**src/rtl/mem_upsizer.sv**
```systemverilog
`timescale 1ns/1ps
module mem_upsizer #(
  parameter int NW  = 8,
  parameter int WW  = 32,
  parameter int AW  = 16,
  parameter int RDQ = 8
) (
  input  logic                          clk,
  input  logic                          rst_n,
  input  logic                          n_cmd_valid,
  output logic                          n_cmd_ready,
  input  logic                          n_cmd_we,
  input  logic [AW-1:0]                 n_cmd_addr,
  input  logic                          n_cmd_last,
  input  logic                          n_wr_valid,
  output logic                          n_wr_ready,
  input  logic [NW-1:0]                 n_wr_data,
  input  logic [NW/8-1:0]               n_wr_be,
  output logic                          n_rd_valid,
  input  logic                          n_rd_ready,
  output logic [NW-1:0]                 n_rd_data,
  output logic                          w_cmd_valid,
  input  logic                          w_cmd_ready,
  output logic                          w_cmd_we,
  output logic [AW-$clog2(WW/NW)-1:0]   w_cmd_addr,
  output logic                          w_wr_valid,
  input  logic                          w_wr_ready,
  output logic [WW-1:0]                 w_wr_data,
  output logic [WW/8-1:0]               w_wr_be,
  input  logic                          w_rd_valid,
  output logic                          w_rd_ready,
  input  logic [WW-1:0]                 w_rd_data
);
  localparam int RATIO = WW / NW;
  localparam int SH    = $clog2(RATIO);
  localparam int WAW   = AW - SH;
  localparam int NB    = NW / 8;
  localparam int WB    = WW / 8;
  localparam int LW    = (SH > 0) ? SH : 1;
  localparam int CW    = $clog2(RATIO + 1);
  localparam int QW    = (RDQ > 1) ? $clog2(RDQ) : 1;

  if ((WW % NW) != 0 || (1 << SH) != RATIO || (NW % 8) != 0 || (1 << QW) != RDQ) begin : g_bad
    $error("mem_upsizer: width ratio must be a power-of-two integer, NW a byte multiple, RDQ a power of two");
  end

  if (RATIO == 1) begin : g_thru
    assign w_cmd_valid = n_cmd_valid;
    assign n_cmd_ready = w_cmd_ready;
    assign w_cmd_we    = n_cmd_we;
    assign w_cmd_addr  = n_cmd_addr;
    assign w_wr_valid  = n_wr_valid;
    assign n_wr_ready  = w_wr_ready;
    assign w_wr_data   = n_wr_data;
    assign w_wr_be     = n_wr_be;
    assign n_rd_valid  = w_rd_valid;
    assign w_rd_ready  = n_rd_ready;
    assign n_rd_data   = w_rd_data;
  end else begin : g_pack
    logic            p_val, p_close, p_we, cmd_done, dat_done;
    logic [WAW-1:0]  p_addr;
    logic [WW-1:0]   p_data;
    logic [WB-1:0]   p_be;
    logic [CW-1:0]   p_cnt;
    logic [LW-1:0]   lane_q [RDQ];
    logic            last_q [RDQ];
    logic [QW:0]     wp, rp;
    logic [WW-1:0]   bit_m;

    wire [WAW-1:0] in_waddr = n_cmd_addr[AW-1:SH];
    wire [LW-1:0]  in_lane  = n_cmd_addr[LW-1:0];
    wire [QW-1:0]  wi       = wp[QW-1:0];
    wire [QW-1:0]  ri       = rp[QW-1:0];
    wire q_empty  = (wp == rp);
    wire q_full   = (wp[QW] != rp[QW]) && (wi == ri);
    wire mismatch = p_val && ((in_waddr != p_addr) || (n_cmd_we != p_we));
    wire conflict = n_cmd_valid && !p_close && mismatch;

    assign n_cmd_ready = !p_close && !mismatch && (n_cmd_we ? n_wr_valid : !q_full);
    assign n_wr_ready  = n_cmd_valid && n_cmd_we && n_cmd_ready;

    wire            take      = n_cmd_valid && n_cmd_ready;
    wire [CW-1:0]   cnt_nx    = (p_val ? p_cnt : '0) + CW'(1);
    wire            close_now = take && (n_cmd_last || cnt_nx == CW'(RATIO));
    wire [WB-1:0]   lane_be   = WB'(n_wr_be) << (in_lane * NB);
    wire [WW-1:0]   lane_dat  = WW'(n_wr_data) << (in_lane * NW);

    always_comb begin
      for (int b = 0; b < WB; b++) bit_m[b*8 +: 8] = {8{lane_be[b]}};
    end

    wire [WW-1:0] mrg_data = ((p_val ? p_data : '0) & ~bit_m) | (lane_dat & bit_m);
    wire [WB-1:0] mrg_be   = (p_val ? p_be : '0) | lane_be;

    assign w_cmd_valid = p_close && !cmd_done;
    assign w_cmd_we    = p_we;
    assign w_cmd_addr  = p_addr;
    assign w_wr_valid  = p_close && p_we && !dat_done;
    assign w_wr_data   = p_data;
    assign w_wr_be     = p_be;

    wire cmd_hs = w_cmd_valid && w_cmd_ready;
    wire dat_hs = w_wr_valid && w_wr_ready;
    wire issued = p_close && (cmd_done || cmd_hs) && (!p_we || dat_done || dat_hs);

    always_ff @(posedge clk) begin
      if (!rst_n) begin
        p_val <= 1'b0; p_close <= 1'b0; p_we <= 1'b0;
        cmd_done <= 1'b0; dat_done <= 1'b0;
        p_addr <= '0; p_data <= '0; p_be <= '0; p_cnt <= '0;
      end else if (issued) begin
        p_val <= 1'b0; p_close <= 1'b0;
        cmd_done <= 1'b0; dat_done <= 1'b0;
      end else if (p_close) begin
        if (cmd_hs) cmd_done <= 1'b1;
        if (dat_hs) dat_done <= 1'b1;
      end else begin
        if (conflict) p_close <= 1'b1;
        if (take) begin
          p_val  <= 1'b1;
          p_we   <= n_cmd_we;
          p_addr <= in_waddr;
          p_cnt  <= cnt_nx;
          if (n_cmd_we) begin
            p_data <= mrg_data;
            p_be   <= mrg_be;
          end
          if (close_now) p_close <= 1'b1;
        end
      end
    end

    wire push = take && !n_cmd_we;
    wire pop  = n_rd_valid && n_rd_ready;

    always_ff @(posedge clk) begin
      if (push) begin
        lane_q[wi] <= in_lane;
        last_q[wi] <= close_now;
      end
      if (conflict && !p_we) last_q[wi - QW'(1)] <= 1'b1;
    end

    always_ff @(posedge clk) begin
      if (!rst_n) begin
        wp <= '0; rp <= '0;
      end else begin
        if (push) wp <= wp + 1'b1;
        if (pop)  rp <= rp + 1'b1;
      end
    end

    assign n_rd_valid = w_rd_valid && !q_empty;
    assign n_rd_data  = NW'(w_rd_data >> (lane_q[ri] * NW));
    assign w_rd_ready = pop && last_q[ri];

    p_cmd_hold_r10: assert property (@(posedge clk) disable iff (!rst_n)
      w_cmd_valid && !w_cmd_ready |=> w_cmd_valid && $stable(w_cmd_addr) && $stable(w_cmd_we));
    p_wr_hold_r10: assert property (@(posedge clk) disable iff (!rst_n)
      w_wr_valid && !w_wr_ready |=> w_wr_valid && $stable(w_wr_data) && $stable(w_wr_be));
    p_flush_on_last_r4: assert property (@(posedge clk) disable iff (!rst_n)
      n_cmd_valid && n_cmd_ready && n_cmd_last |=> w_cmd_valid);
    p_no_take_while_issuing_r5: assert property (@(posedge clk) disable iff (!rst_n)
      n_cmd_valid && n_cmd_ready |-> !w_cmd_valid);
    p_no_overflow_r12: assert property (@(posedge clk) disable iff (!rst_n)
      (wp - rp) <= (QW+1)'(RDQ));
  end
endmodule

```
**config.mk**
```make
export PLATFORM = sky130hd
export DESIGN_NAME = mem_upsizer
export DESIGN_NICKNAME = d
export VERILOG_FILES = /design/src/rtl/mem_upsizer.sv
export SDC_FILE = /design/constraint.sdc
export NUM_CORES = 1
export LEC_CHECK = 0
export ABC_CLOCK_PERIOD_IN_PS = 2500
export BUFFER_PORTS_ARGS = -buffer_cell sky130_fd_sc_hd__buf_2
export CORE_UTILIZATION = 30
export DETAILED_ROUTE_END_ITERATION = 10
export HOLD_SLACK_MARGIN = 0.12
export PLACE_DENSITY = 0.57
export SYNTH_ARGS = -nofsm -noshare
export SYNTH_HDL_FRONTEND = slang
export SYNTH_SLANG_ARGS = --single-unit
```
**constraint.sdc**
```tcl
create_clock -name clk -period 2.5 [get_ports clk]
set_input_delay 0.5 -clock clk [delete_from_list [all_inputs] [get_ports clk]]
set_output_delay 0.5 -clock clk [all_outputs]
set_load 0.1 [all_outputs]
```
==> key figures <==
Logic synthesis
  – Post-synthesis sequential element count: 93
  – Synth unique cells: 54
  – Area contributors post-synth: sky130_fd_sc_hd__dfxtp_1, sky130_fd_sc_hd__edfxtp_1, sky130_fd_sc_hd__o22ai_1, sky130_fd_sc_hd__nand2_1, sky130_fd_sc_hd__a21oi_1
  – Top FF cell, synth: sky130_fd_sc_hd__dfxtp_1
  – Post-synthesis async set-or-reset flop share: 0
  – Syn Std Cell Area: 4404 µm²
  – Area share of the largest cell type after synthesis: 0.3136
  – Instance count of the mapped netlist: 452
  – Top cell types by occurrence after synthesis: sky130_fd_sc_hd__dfxtp_1, sky130_fd_sc_hd__nand2_1, sky130_fd_sc_hd__a21oi_1
  – Proportion of synthesized chip area in sequential cells: 0.4773
  – Synth warnings: 0
  – Dominant cell type by area after synthesis: sky130_fd_sc_hd__dfxtp_1
  – Post-synth EDFFs: 24
  – Post-synth net total: 524
  – Post-synthesis average cell area: 9.744 µm²
  – Leading cell type by number of instances after synthesis: sky130_fd_sc_hd__dfxtp_1

Routing
  – Routed Antenna Nets: 0
  – Vias per cell: 5.072
  – Iter 0 DRT Violations: 238
  – Post-route DRC: 0
  – Router iterations before antenna repair: 4
  – Detailed-route wire length: 12,820 µm
  – Avg WL per Cell: 16.13 µm
  – Detailed-route via count: 4,032

STA
  – Max-slew violations: 0
  – Number of hold-slack violations in the final timing report: 0
  – Actual slew at the worst max-slew pin: 0.5604 ns
  – Highest achievable clock rate: 0.3588 GHz
  – Portion of the clock cycle consumed by the worst path in the final layout: 1.115
  – Final worst clock skew: 0.009064 ns
  – Hold Worst Slack: 0.4033 ns
  – Final setup viols: 8
  – Min cycle time layout: 2.787 ns
  – Worst max-slew margin expressed relative to the limit: 0.6259
  – Worst path setup slack after routing: -0.2870 ns
  – TNS Setup: -2.203 ns
  – RSZ-0062 raised after global routing: true

Die
  – Chip width: 123.2 µm
  – Effective utilization at floorplan: 0.3124
  – IO Count: 132
  – Core Box Area: 14,100 µm²
  – Total die area: 15,170 µm²
  – Total number of placement rows: 43
  – Height of the die: 123.2 µm

Critical path
  – Critical path launch point type: register
  – Required time at the endpoint of the critical path: 2.00 ns
  – Worst-path cell chain: mux4_2 -> mux2i_4 -> buf_4 -> buf_12 -> mux2i_2 -> a21oi_4 -> buf_12
  – Max stage delay on crit path: 0.54 ns
  – Slowest library cell on the worst path: sky130_fd_sc_hd__mux4_2
  – Crit path DAT: 2.29 ns
  – CP delay by family, top: multiplexers
  – Worst-path fanout max: 6
  – CP Capture Type: output port
  – Cell with the most instances on the worst path: sky130_fd_sc_hd__buf_12
  – Buf/Inv on CP: 3
  – CP Class: reg2out

Min path
  – Min-delay worst type: in2reg

Layout
  – Synthesis-to-layout area growth: 46.36%
  – Fillers: 1,332
  – Final Instance Area: 6446 µm²
  – Final cell count without fillers: 795
  – Post-layout utilization of the core: 0.4573
  – Fraction of layout instances using a drive strength above 1: 0.4325
  – Nets@finish: 682
  – Final antenna diode count: 0

Placement
  – Input/output buffers: 131
  – DP Worst Slack: -0.01177 ns
  – Dpl cell area: 5953 µm²
  – Instance count after placement with tap cells included: 767
  – Half-perimeter wire length after detailed placement: 9356 µm
  – Final weighted congestion in routability-driven placement: 0.7942

Clock network
  – Clock slew at the register clock pins of the worst setup and hold paths: 0.07 ns
  – Clock Path Buffers: 2
  – Number of buffers created by CTS: 9
  – CTS tree: yes
  – Root Driver: sky130_fd_sc_hd__clkbuf_16
  – Total number of clock tree sinks: 93
  – Hold-fix buffers at CTS: 0
  – Clock network latency to the later pin of the worst-skew pair: 0.35 ns
  – H-tree levels: 3

Global routing
  – First-pass GRT wire length: 20,220 µm
  – Gr ovfl total: 0
  – Vias in the first global route: 4,067
  – Gr usage total: 0.1742
  – Largest net degree at the start of global routing: 29
  – Antenna violations before repair: 0

Power and ir drop
  – Tot Pwr: 3.945 mW
  – Max IR drop VDD: 0.0003854 V
  – Pwr Density: 612.0 nW/µm²
  – Leakage power: 2.620 nW

Run status
  – Run status: finished, violations left
  – Violations in the final reports: negative setup slack

Run
  – Number of max-capacitance violations reported: 0
==> worst reg2reg max path: cells and delay by family, from the launching register on <==
kind,cells,cell delay [ns]
xor+xnor,1,0.14
flops,1,0.35
buf+inv,3,0.33
simple gates,2,0.62
compound gates,3,0.60
==> sequential cells by signal, indices dropped and copies added (netlist names), 3 cells and up, named ones only <==
signal,cells
g_pack.lane_q,16
g_pack.last_q,8
g_pack.p_cnt,3
g_pack.rp,4
g_pack.wp,4
w_cmd_addr,14
w_wr_be,4
w_wr_data,32
==> layer usage <==
layer,vias to the layer above,GRT usage,share of wire
li1,1963,-,-
met5,-,0,0
met3,15,0.03459,0.059
met1,1922,0.2084,0.43
met2,132,0.3069,0.50
met4,0,0.06476,0.014
==> path summary, 6_finish.rpt <==
| kind | startpoint | end | slack [ns] | cells past startpoint |
|---|---|---|---|---|
| worst max-delay path | register | n_rd_data[0] | -0.29 | 7 |
| worst min-delay path | w_cmd_ready | g_pack.cmd_done$_SDFFE_PP0P_ | 0.40 | 3 |
| worst max register to register | w_cmd_addr[9]$_SDFFE_PN0P_ | g_pack.last_q[0]$_DFFE_PP_ | 0.17 | 9 |
| worst min register to register | w_wr_be[2]$_SDFFE_PN0P_ | w_wr_be[2]$_SDFFE_PN0P_ | 0.46 | 2 |
==> cells in the final DEF, fill, tap and decap left out, types with 4 or more instances in the layout <==
cell,n
sky130_fd_sc_hd__mux4_2,6
sky130_fd_sc_hd__inv_1,7
sky130_fd_sc_hd__ha_1,5
sky130_fd_sc_hd__edfxtp_1,24
sky130_fd_sc_hd__dfxtp_2,4
sky130_fd_sc_hd__dfxtp_4,13
sky130_fd_sc_hd__o22ai_1,35
sky130_fd_sc_hd__dfxtp_1,52
sky130_fd_sc_hd__buf_2,120
sky130_fd_sc_hd__and2_1,4
sky130_fd_sc_hd__mux2i_4,8
sky130_fd_sc_hd__o31ai_1,5
sky130_fd_sc_hd__xor2_1,14
sky130_fd_sc_hd__o21ai_0,19
sky130_fd_sc_hd__a211oi_4,8
sky130_fd_sc_hd__a21oi_4,8
sky130_fd_sc_hd__buf_12,15
sky130_fd_sc_hd__nand3_1,20
sky130_fd_sc_hd__nand2_1,58
sky130_fd_sc_hd__buf_4,35
sky130_fd_sc_hd__nor2b_1,11
sky130_fd_sc_hd__nor2_1,17
sky130_fd_sc_hd__a21oi_2,4
sky130_fd_sc_hd__mux2i_1,6
sky130_fd_sc_hd__nand4_1,8
sky130_fd_sc_hd__a21oi_1,28
sky130_fd_sc_hd__clkbuf_16,9
sky130_fd_sc_hd__xnor2_1,8
sky130_fd_sc_hd__and3_1,4
==> report_power, final <==
group	switching (mW)	internal, mW	total [mW]
clock	0.629	0.698	1.33
combinational	0.660	0.348	1.01
sequential	0.0331	1.58	1.61
total	1.32	2.62	3.95
==> logic make-up (layout without fill, tap and decap cells) <==
| logic type | Yosys count | in the layout | share of synthesized area |
|---|---|---|---|
| AND/OR/NAND/NOR | 148 | 148 | 0.1750 |
| multiplexers | 22 | 22 | 0.07074 |
| XOR/XNOR | 24 | 24 | 0.04773 |
| flip-flops | 93 | 93 | 0.4773 |
| adder cells (fa/ha/maj) | 5 | 5 | 0.01420 |
| AO/OA/AOI/OAI | 123 | 123 | 0.1767 |
| buffers and inverters | 37 | 200 | 0.03835 |
==> final cells by class <==
| cell class | instances | area (µm²) | share of cell area |
|---|---|---|---|
| timing repair buffer | 174 | 1257 | 0.1951 |
| inverter | 10 | 41.29 | 0.006405 |
| clock inverter | 7 | 63.81 | 0.009899 |
| multi-input combinational | 322 | 2477 | 0.3843 |
| sequential | 93 | 2156 | 0.3344 |
| clock buffer | 9 | 225.2 | 0.03494 |
| tap | 180 | 225.2 | 0.03494 |
==> timing repair <==
action	in CTS	in global routing
setup endpoints to repair	10	12
setup buffers	8	1
cloned	3	0
resized for setup	6	6
pin swaps	7	1
(Power assumes the default switching activity.)
